`src/rtl/feb_pkg.sv`:
```
package feb_pkg;
   typedef enum logic [1:0] {
      AS_IDLE,
      AS_HEAD,
      AS_FRAG,
      AS_TRAIL
   } asm_state_t;

   localparam logic [7:0] HDR_MARK = 8'hA0;
endpackage

```
`src/rtl/feb_link_fifo.sv`:
```
module feb_link_fifo #(
   parameter int DEPTH = 8,
   parameter int DW    = 8
) (
   input  logic          clk,
   input  logic          rst_n,
   input  logic          flush_i,
   input  logic          en_i,
   input  logic          wr_vld_i,
   input  logic          wr_eoe_i,
   input  logic [DW-1:0] wr_data_i,
   input  logic          pop_i,
   output logic [DW-1:0] rd_data_o,
   output logic          rd_eoe_o,
   output logic          empty_o,
   output logic          ovf_o,
   input  logic          ovf_clr_i
);
   localparam int AW = $clog2(DEPTH);

   logic [DW:0] mem [DEPTH];
   logic [AW:0] wptr, rptr, cnt;
   logic        drop, full, near, accept, trunc;

   assign cnt     = wptr - rptr;
   assign empty_o = (cnt == '0);
   assign full    = (cnt == (AW+1)'(DEPTH));
   assign near    = (cnt == (AW+1)'(DEPTH - 1));
   assign accept  = wr_vld_i && en_i && !drop && !full;
   assign trunc   = near && !wr_eoe_i;

   assign {rd_eoe_o, rd_data_o} = mem[rptr[AW-1:0]];

   always_ff @(posedge clk) begin
      if (accept) mem[wptr[AW-1:0]] <= {wr_eoe_i | trunc, wr_data_i};
   end

   always_ff @(posedge clk or negedge rst_n) begin
      if (!rst_n) begin
         wptr  <= '0;
         rptr  <= '0;
         drop  <= 1'b0;
         ovf_o <= 1'b0;
      end else if (flush_i) begin
         wptr  <= '0;
         rptr  <= '0;
         drop  <= 1'b0;
         ovf_o <= 1'b0;
      end else begin
         if (pop_i && !empty_o) rptr <= rptr + 1'b1;
         if (ovf_clr_i) ovf_o <= 1'b0;
         if (wr_vld_i && en_i) begin
            if (drop) begin
               if (wr_eoe_i) drop <= 1'b0;
            end else if (full) begin
               ovf_o <= 1'b1;
               drop  <= !wr_eoe_i;
            end else begin
               wptr <= wptr + 1'b1;
               if (trunc) begin
                  ovf_o <= 1'b1;
                  drop  <= 1'b1;
               end
            end
         end
      end
   end
endmodule

```
`src/rtl/feb_assembler.sv`:
```
module feb_assembler
   import feb_pkg::*;
#(
   parameter int N_LINKS = 16,
   parameter int ID_W    = 4,
   parameter int TMO_W   = 16,
   parameter int PEND_W  = 4
) (
   input  logic                 clk,
   input  logic                 rst_n,
   input  logic                 sync_i,
   input  logic                 trig_i,
   input  logic [N_LINKS-1:0]   link_en_i,
   input  logic [TMO_W-1:0]     tmo_limit_i,
   input  logic [8*N_LINKS-1:0] rd_data_i,
   input  logic [N_LINKS-1:0]   rd_eoe_i,
   input  logic [N_LINKS-1:0]   empty_i,
   input  logic [N_LINKS-1:0]   ovf_i,
   output logic [N_LINKS-1:0]   pop_o,
   output logic [N_LINKS-1:0]   ovf_clr_o,
   output logic [7:0]           out_data_o,
   output logic                 out_last_o,
   output logic                 out_vld_o,
   input  logic                 out_rdy_i
);
   localparam int LW        = (N_LINKS > 1) ? $clog2(N_LINKS) : 1;
   localparam int TRL_BYTES = (N_LINKS + 7) / 8;
   localparam int TB_W      = (TRL_BYTES > 1) ? $clog2(TRL_BYTES) : 1;
   localparam logic [7:0] ID_MASK = 8'((1 << ID_W) - 1);

   asm_state_t              st;
   logic [LW-1:0]           cur;
   logic [TB_W-1:0]         tb;
   logic                    first;
   logic [ID_W-1:0]         evt_id;
   logic [PEND_W-1:0]       pend;
   logic [TMO_W-1:0]        timer;
   logic [N_LINKS-1:0]      err;
   logic [8*TRL_BYTES-1:0]  err_pad;

   logic [7:0] cur_byte, hdr_byte;
   logic       cur_eoe, cur_empty, cur_en, cur_ovf;
   logic       can_load, tmo_hit, take, adv, mism, evt_done;

   always_comb begin
      cur_byte  = rd_data_i[{cur, 3'b000} +: 8];
      cur_eoe   = rd_eoe_i[cur];
      cur_empty = empty_i[cur];
      cur_en    = link_en_i[cur];
      cur_ovf   = ovf_i[cur];
      can_load  = !out_vld_o || out_rdy_i;
      tmo_hit   = (timer >= tmo_limit_i);
      take      = (st == AS_FRAG) && cur_en && !cur_empty && can_load;
      adv       = (st == AS_FRAG) &&
                  (!cur_en || (take && cur_eoe) || (cur_empty && tmo_hit));
      mism      = take && first && (cur_byte[ID_W-1:0] != evt_id);
      evt_done  = (st == AS_TRAIL) && can_load && (tb == TB_W'(TRL_BYTES - 1));
      hdr_byte  = (HDR_MARK & ~ID_MASK) | {{(8-ID_W){1'b0}}, evt_id};
      pop_o          = '0;
      pop_o[cur]     = take;
      ovf_clr_o      = '0;
      ovf_clr_o[cur] = adv && cur_en;
      err_pad                = '0;
      err_pad[N_LINKS-1:0]   = err;
   end

   // pending trigger count
   always_ff @(posedge clk or negedge rst_n) begin
      if (!rst_n) begin
         pend <= '0;
      end else if (sync_i) begin
         pend <= '0;
      end else if (trig_i && !evt_done) begin
         if (pend != '1) pend <= pend + 1'b1;
      end else if (!trig_i && evt_done) begin
         pend <= pend - 1'b1;
      end
   end

   always_ff @(posedge clk or negedge rst_n) begin
      if (!rst_n) begin
         st         <= AS_IDLE;
         cur        <= '0;
         tb         <= '0;
         first      <= 1'b0;
         evt_id     <= '0;
         timer      <= '0;
         err        <= '0;
         out_data_o <= '0;
         out_last_o <= 1'b0;
         out_vld_o  <= 1'b0;
      end else if (sync_i) begin
         st         <= AS_IDLE;
         cur        <= '0;
         tb         <= '0;
         first      <= 1'b0;
         evt_id     <= '0;
         timer      <= '0;
         err        <= '0;
         out_last_o <= 1'b0;
         out_vld_o  <= 1'b0;
      end else begin
         if (out_rdy_i) out_vld_o <= 1'b0;
         if (st != AS_IDLE && timer != '1) timer <= timer + 1'b1;
         unique case (st)
            AS_IDLE: begin
               if (pend != '0) begin
                  st    <= AS_HEAD;
                  timer <= '0;
                  err   <= '0;
                  cur   <= '0;
                  first <= 1'b1;
               end
            end
            AS_HEAD: begin
               if (can_load) begin
                  out_data_o <= hdr_byte;
                  out_last_o <= 1'b0;
                  out_vld_o  <= 1'b1;
                  st         <= AS_FRAG;
               end
            end
            AS_FRAG: begin
               if (take) begin
                  out_data_o <= cur_byte;
                  out_last_o <= 1'b0;
                  out_vld_o  <= 1'b1;
                  first      <= 1'b0;
               end
               if (cur_en && (mism || (adv && (cur_ovf || (cur_empty && tmo_hit)))))
                  err[cur] <= 1'b1;
               if (adv) begin
                  first <= 1'b1;
                  if (cur == LW'(N_LINKS - 1)) begin
                     st <= AS_TRAIL;
                     tb <= '0;
                  end else begin
                     cur <= cur + 1'b1;
                  end
               end
            end
            AS_TRAIL: begin
               if (can_load) begin
                  out_data_o <= err_pad[{tb, 3'b000} +: 8];
                  out_vld_o  <= 1'b1;
                  out_last_o <= evt_done;
                  if (evt_done) begin
                     st     <= AS_IDLE;
                     evt_id <= evt_id + 1'b1;
                  end else begin
                     tb <= tb + 1'b1;
                  end
               end
            end
            default: st <= AS_IDLE;
         endcase
      end
   end
endmodule

```
`src/rtl/frag_event_builder.sv`:
```
module frag_event_builder #(
   parameter int N_LINKS    = 16,
   parameter int FIFO_DEPTH = 8,
   parameter int ID_W       = 4,
   parameter int TMO_W      = 16,
   parameter int PEND_W     = 4
) (
   input  logic                 clk,
   input  logic                 rst_n,
   input  logic                 sync_i,
   input  logic                 trig_i,
   input  logic [N_LINKS-1:0]   link_en_i,
   input  logic [TMO_W-1:0]     tmo_limit_i,
   input  logic [8*N_LINKS-1:0] lnk_data_i,
   input  logic [N_LINKS-1:0]   lnk_vld_i,
   input  logic [N_LINKS-1:0]   lnk_eoe_i,
   output logic [7:0]           out_data_o,
   output logic                 out_last_o,
   output logic                 out_vld_o,
   input  logic                 out_rdy_i
);
   localparam int BYTE_W = 8;

   if (N_LINKS < 1) begin : g_bad_links
      $error("N_LINKS must be at least 1");
   end
   if (FIFO_DEPTH < 2 || (FIFO_DEPTH & (FIFO_DEPTH - 1)) != 0) begin : g_bad_depth
      $error("FIFO_DEPTH must be a power of two of at least 2");
   end
   if (ID_W < 1 || ID_W > 7) begin : g_bad_id
      $error("ID_W must lie between 1 and 7");
   end
   if (TMO_W < 1 || PEND_W < 1) begin : g_bad_cnt
      $error("TMO_W and PEND_W must be positive");
   end

   logic [BYTE_W*N_LINKS-1:0] rd_data;
   logic [N_LINKS-1:0]        rd_eoe, empty, ovf, pop, ovf_clr;

   for (genvar k = 0; k < N_LINKS; k++) begin : g_link
      feb_link_fifo #(
         .DEPTH (FIFO_DEPTH),
         .DW    (BYTE_W)
      ) i_fifo (
         .clk       (clk),
         .rst_n     (rst_n),
         .flush_i   (sync_i),
         .en_i      (link_en_i[k]),
         .wr_vld_i  (lnk_vld_i[k]),
         .wr_eoe_i  (lnk_eoe_i[k]),
         .wr_data_i (lnk_data_i[k*BYTE_W +: BYTE_W]),
         .pop_i     (pop[k]),
         .rd_data_o (rd_data[k*BYTE_W +: BYTE_W]),
         .rd_eoe_o  (rd_eoe[k]),
         .empty_o   (empty[k]),
         .ovf_o     (ovf[k]),
         .ovf_clr_i (ovf_clr[k])
      );
   end

   feb_assembler #(
      .N_LINKS (N_LINKS),
      .ID_W    (ID_W),
      .TMO_W   (TMO_W),
      .PEND_W  (PEND_W)
   ) i_asm (
      .clk         (clk),
      .rst_n       (rst_n),
      .sync_i      (sync_i),
      .trig_i      (trig_i),
      .link_en_i   (link_en_i),
      .tmo_limit_i (tmo_limit_i),
      .rd_data_i   (rd_data),
      .rd_eoe_i    (rd_eoe),
      .empty_i     (empty),
      .ovf_i       (ovf),
      .pop_o       (pop),
      .ovf_clr_o   (ovf_clr),
      .out_data_o  (out_data_o),
      .out_last_o  (out_last_o),
      .out_vld_o   (out_vld_o),
      .out_rdy_i   (out_rdy_i)
   );
endmodule

```
`config.mk`:
```
export PLATFORM = sky130hd
export DESIGN_NAME = frag_event_builder
export DESIGN_NICKNAME = d
export VERILOG_FILES = /design/src/rtl/feb_pkg.sv /design/src/rtl/feb_link_fifo.sv /design/src/rtl/feb_assembler.sv /design/src/rtl/frag_event_builder.sv
export SDC_FILE = /design/constraint.sdc
export NUM_CORES = 2
export LEC_CHECK = 0
export BUFFER_PORTS_ARGS = -buffer_cell sky130_fd_sc_hd__buf_2
export CAP_MARGIN = 40
export CELL_PAD_IN_SITES_DETAIL_PLACEMENT = 1
export CELL_PAD_IN_SITES_GLOBAL_PLACEMENT = 1
export CORE_ASPECT_RATIO = 0.8
export CORE_MARGIN = 1.5
export CORE_UTILIZATION = 47
export DETAILED_ROUTE_END_ITERATION = 8
export MAX_ROUTING_LAYER = met4
export PLACE_DENSITY_LB_ADDON = 0.12
export SLEW_MARGIN = 20
export SYNTH_ARGS = -nofsm -noshare
export SYNTH_HDL_FRONTEND = slang
export SYNTH_SLANG_ARGS = --single-unit
```
`constraint.sdc`:
```
create_clock -name clk -period 4.1 [get_ports clk]
set_clock_uncertainty 0.05 [all_clocks]
set_input_delay 0.82 -clock clk [delete_from_list [all_inputs] [get_ports clk]]
set_output_delay 0.82 -clock clk [all_outputs]
set_load 0.01 [all_outputs]
```
==> metrics.csv <==
metric,value,unit
outcome,finished clean,
drt pass-1 iters,5,
Buf/Inv on CP,1,
crit path time final,4.06,ns
startpoint types,register,
Post-synth EDFFs,1152,
Port Buffers,206,
Final Util,0.554,
post-synth top area share,0.587,
CTS tree,done,
"top cells by count, synth","edfxtp_1, mux4_2, nor2_1, nand2_1, dfrtp_1",
NumNets Final,4374,
first-pass GRT wire length,245,mm
fin. max-slew vios,0,
Inserted Clock Buffers,141,
die extent in x,399,microns
Syn Nets,3879,
total die area,0.128,sq mm
Final Hold Vio Count,0,
Cell Int Power,23.5,mW
Synth async-reset ratio,0.159,
maximum clock insertion buffer count,3,
RePlAce Congestion,0.873,
"Slowest-stage cell, CP",a41oi_1,
largest net degree at the start of global routing,81,
Synth-to-Final Area Change,16.3,%
largest cells by area after synthesis,"edfxtp_1, mux4_2, dfrtp_1",
maxcap violations,0,
prevailing post-synth register cell,edfxtp_1,
final setup vio count,0,
most common cell in the netlist,edfxtp_1,
Net Sw Frac,0.226,
normalized max-slew margin,0.381,
maximum fanout along the worst path,16,
clock-pin transition on the worst setup and hold timing paths,0.07,ns
final antenna-violating net count,0,
row count,115,
Via density,5.91,
grt total ovfl,0,
XOR/XNOR Fraction of Synth Area,0.0189,
WL final,165,mm
CP Class,reg2reg,
antenna violations before repair,34,
"non-filler cells, final",5826,
Synth Area in Adders,0.0289,
htree depth,4,
main combinational cell family by area after synthesis,multiplexers,
initial core utilization,0.477,
Synth Area in Compound Gates,0.0399,
Crit path max-delay family,compound AO/OA/AOI/OAI gates,
"Critical Path, Cell by Cell",buf_12 -> mux4_2 -> a22oi_1 -> a41oi_1 -> a21oi_1 -> nand3_1 -> xor2_1 -> nor4_2 -> o22ai_4 -> a32o_1,
number of global-route vias before repair,36600,
pwr dens,444,mW/mm^2
logic gate share of total power,0.062,
CP Data Required Time,4.70,ns
Synth area leader,edfxtp_1,
Clock power frac,0.429,
fraction of layout cells with a size suffix above 1,0.260,
sequential share of power,0.509,
routed length per instance,28.3,microns
CTS Sinks,1370,
cell count after synthesis,3556,
Worst-Skew Late Latency,0.79,ns
Clock Tree Root,clkbuf_16,
Syn Std Cell Area,0.0589,sq mm
mux cell area share after synthesis,0.137,
fin crit share,0.990,
DRC viols,0,
Yosys reg bits,1370,
worst slew pin tran,0.917,ns
HPWL Detailed,118,mm
core box area,0.124,sq mm
Die H,320,microns
Sw Pwr,6.88,mW
maximum clock frequency,246,MHz
crit-path max cell delay,0.56,ns
Netlist cell types,82,
Leak Pwr,24.3,nW
vias,34500,
total global-route track usage,0.272,
Inst Count DP,5535,
arrival time worst endpoint,4.66,ns
io pins,207,
YS warnings,0,
HP Class,in2reg,
Post-Synth Simple-Gate Area,0.0782,
sequential-to-total area share from yosys stat,0.680,
nature of the critical path endpoint,register,
Syn Area/Cell,16.6,sq um
Peak VDD IR,0.289,mV
Iteration-0 DRC Markers,2980,
[cells by family (layout without fill, tap and decap cells)]
family,count (synthesis),after routing
mux,425,425
flops,1370,1370
simple gates,910,910
xor+xnor,127,127
other cells,0,20
fa+ha+maj,126,126
buf+inv,237,849
compound gates,361,361
[power by group through the flow]
stage | registers, mW | logic, mW | clock network (mW)
after floorplan | 15.7 | 0.882 | 0
after global placement | 15.7 | 1.72 | 0
after detailed placement | 15.8 | 1.81 | 0
after CTS | 15.5 | 1.83 | 13.3
after global routing | 15.5 | 2.01 | 13.7
final | 15.5 | 1.87 | 13.1
[through the flow]
step,power (mW),TNS [ns],cell area [sq um],worst slack [ns],hold WS (ns)
after floorplan,16.6,0,58900,0.218,0.410
after global placement,17.5,0,63500,0.0404,0.416
final,30.4,0,68500,0.0428,0.206
after global routing,31.2,-0.0769,68500,-0.0552,0.193
after detailed placement,17.6,-0.378,63600,-0.0999,0.420
after CTS,30.6,-0.430,68300,-0.103,0.154
[layout by cell type (no fill, tap or decap), types with 66 or more instances in the layout]
| cell type | n |
|---|---|
| a21oi_1 | 109 |
| buf_2 | 204 |
| buf_4 | 273 |
| clkbuf_16 | 143 |
| dfrtp_1 | 216 |
| edfxtp_1 | 1152 |
| ha_1 | 109 |
| inv_1 | 73 |
| mux2i_1 | 109 |
| mux4_2 | 306 |
| nand2_1 | 221 |
| nand3_1 | 66 |
| nor2_1 | 261 |
| nor3_1 | 67 |
| xnor2_1 | 67 |
[layout make-up]
class                           instances  area (sq um)
Fill cell                           11400         55100
Sequential cell                      1370         40100
Multi-Input combinational cell       1949         18000
Clock buffer                          181          3800
Timing Repair Buffer                  497          3380
Tap cell                             1638          2050
Clock inverter                         79           873
Inverter                               92           347
Antenna cell                           20          50.0
[layer usage]
layer	track usage	share of wire	up-vias
li1	-	-	15000
met1	0.382	0.44	18200
met2	0.411	0.48	999
met3	0.0472	0.063	242
met4	0.0733	0.026	0
met5	-	0	-
[sequential cells by signal, indices dropped and copies added (netlist names)]
signal	cells
g_link.i_fifo.drop	16
g_link.i_fifo.mem	1152
g_link.i_fifo.ovf_o	16
g_link.i_fifo.rptr	64
g_link.i_fifo.wptr	64
i_asm.cur	4
i_asm.err	16
i_asm.evt_id	4
i_asm.first	1
i_asm.out_data_o	8
i_asm.out_last_o	1
i_asm.out_vld_o	1
i_asm.pend	4
i_asm.st	2
i_asm.tb	1
i_asm.timer	16
[path summary, 6_finish.rpt]
check / start / end / slack, ns / cells past startpoint
setup / recovery: g_link[12].i_fifo.rptr[0] / i_asm.err[10] / 0.04 / 10
hold / removal: lnk_vld_i[4] / g_link[4].i_fifo.drop / 0.21 / 2
setup reg to reg: g_link[12].i_fifo.rptr[0] / i_asm.err[10] / 0.04 / 10
hold reg to reg: i_asm.out_data_o[5] / i_asm.out_data_o[5] / 0.43 / 1
max in group asynchronous: rst_n / g_link[5].i_fifo.rptr[1] / 2.36 / 3
min in group asynchronous: rst_n / i_asm.timer[7] / 0.52 / 2
[timing repair]
item                                    in CTS  in global routing
setup buffers                                0                  8
hold buffers                                 1                  0
pin swaps                                    1                  4
gates resized for setup                      2                 20
endpoints found under the setup margin      24                 89
endpoints found under the hold margin       16                  0
Power figures use the tool's default switching activity.
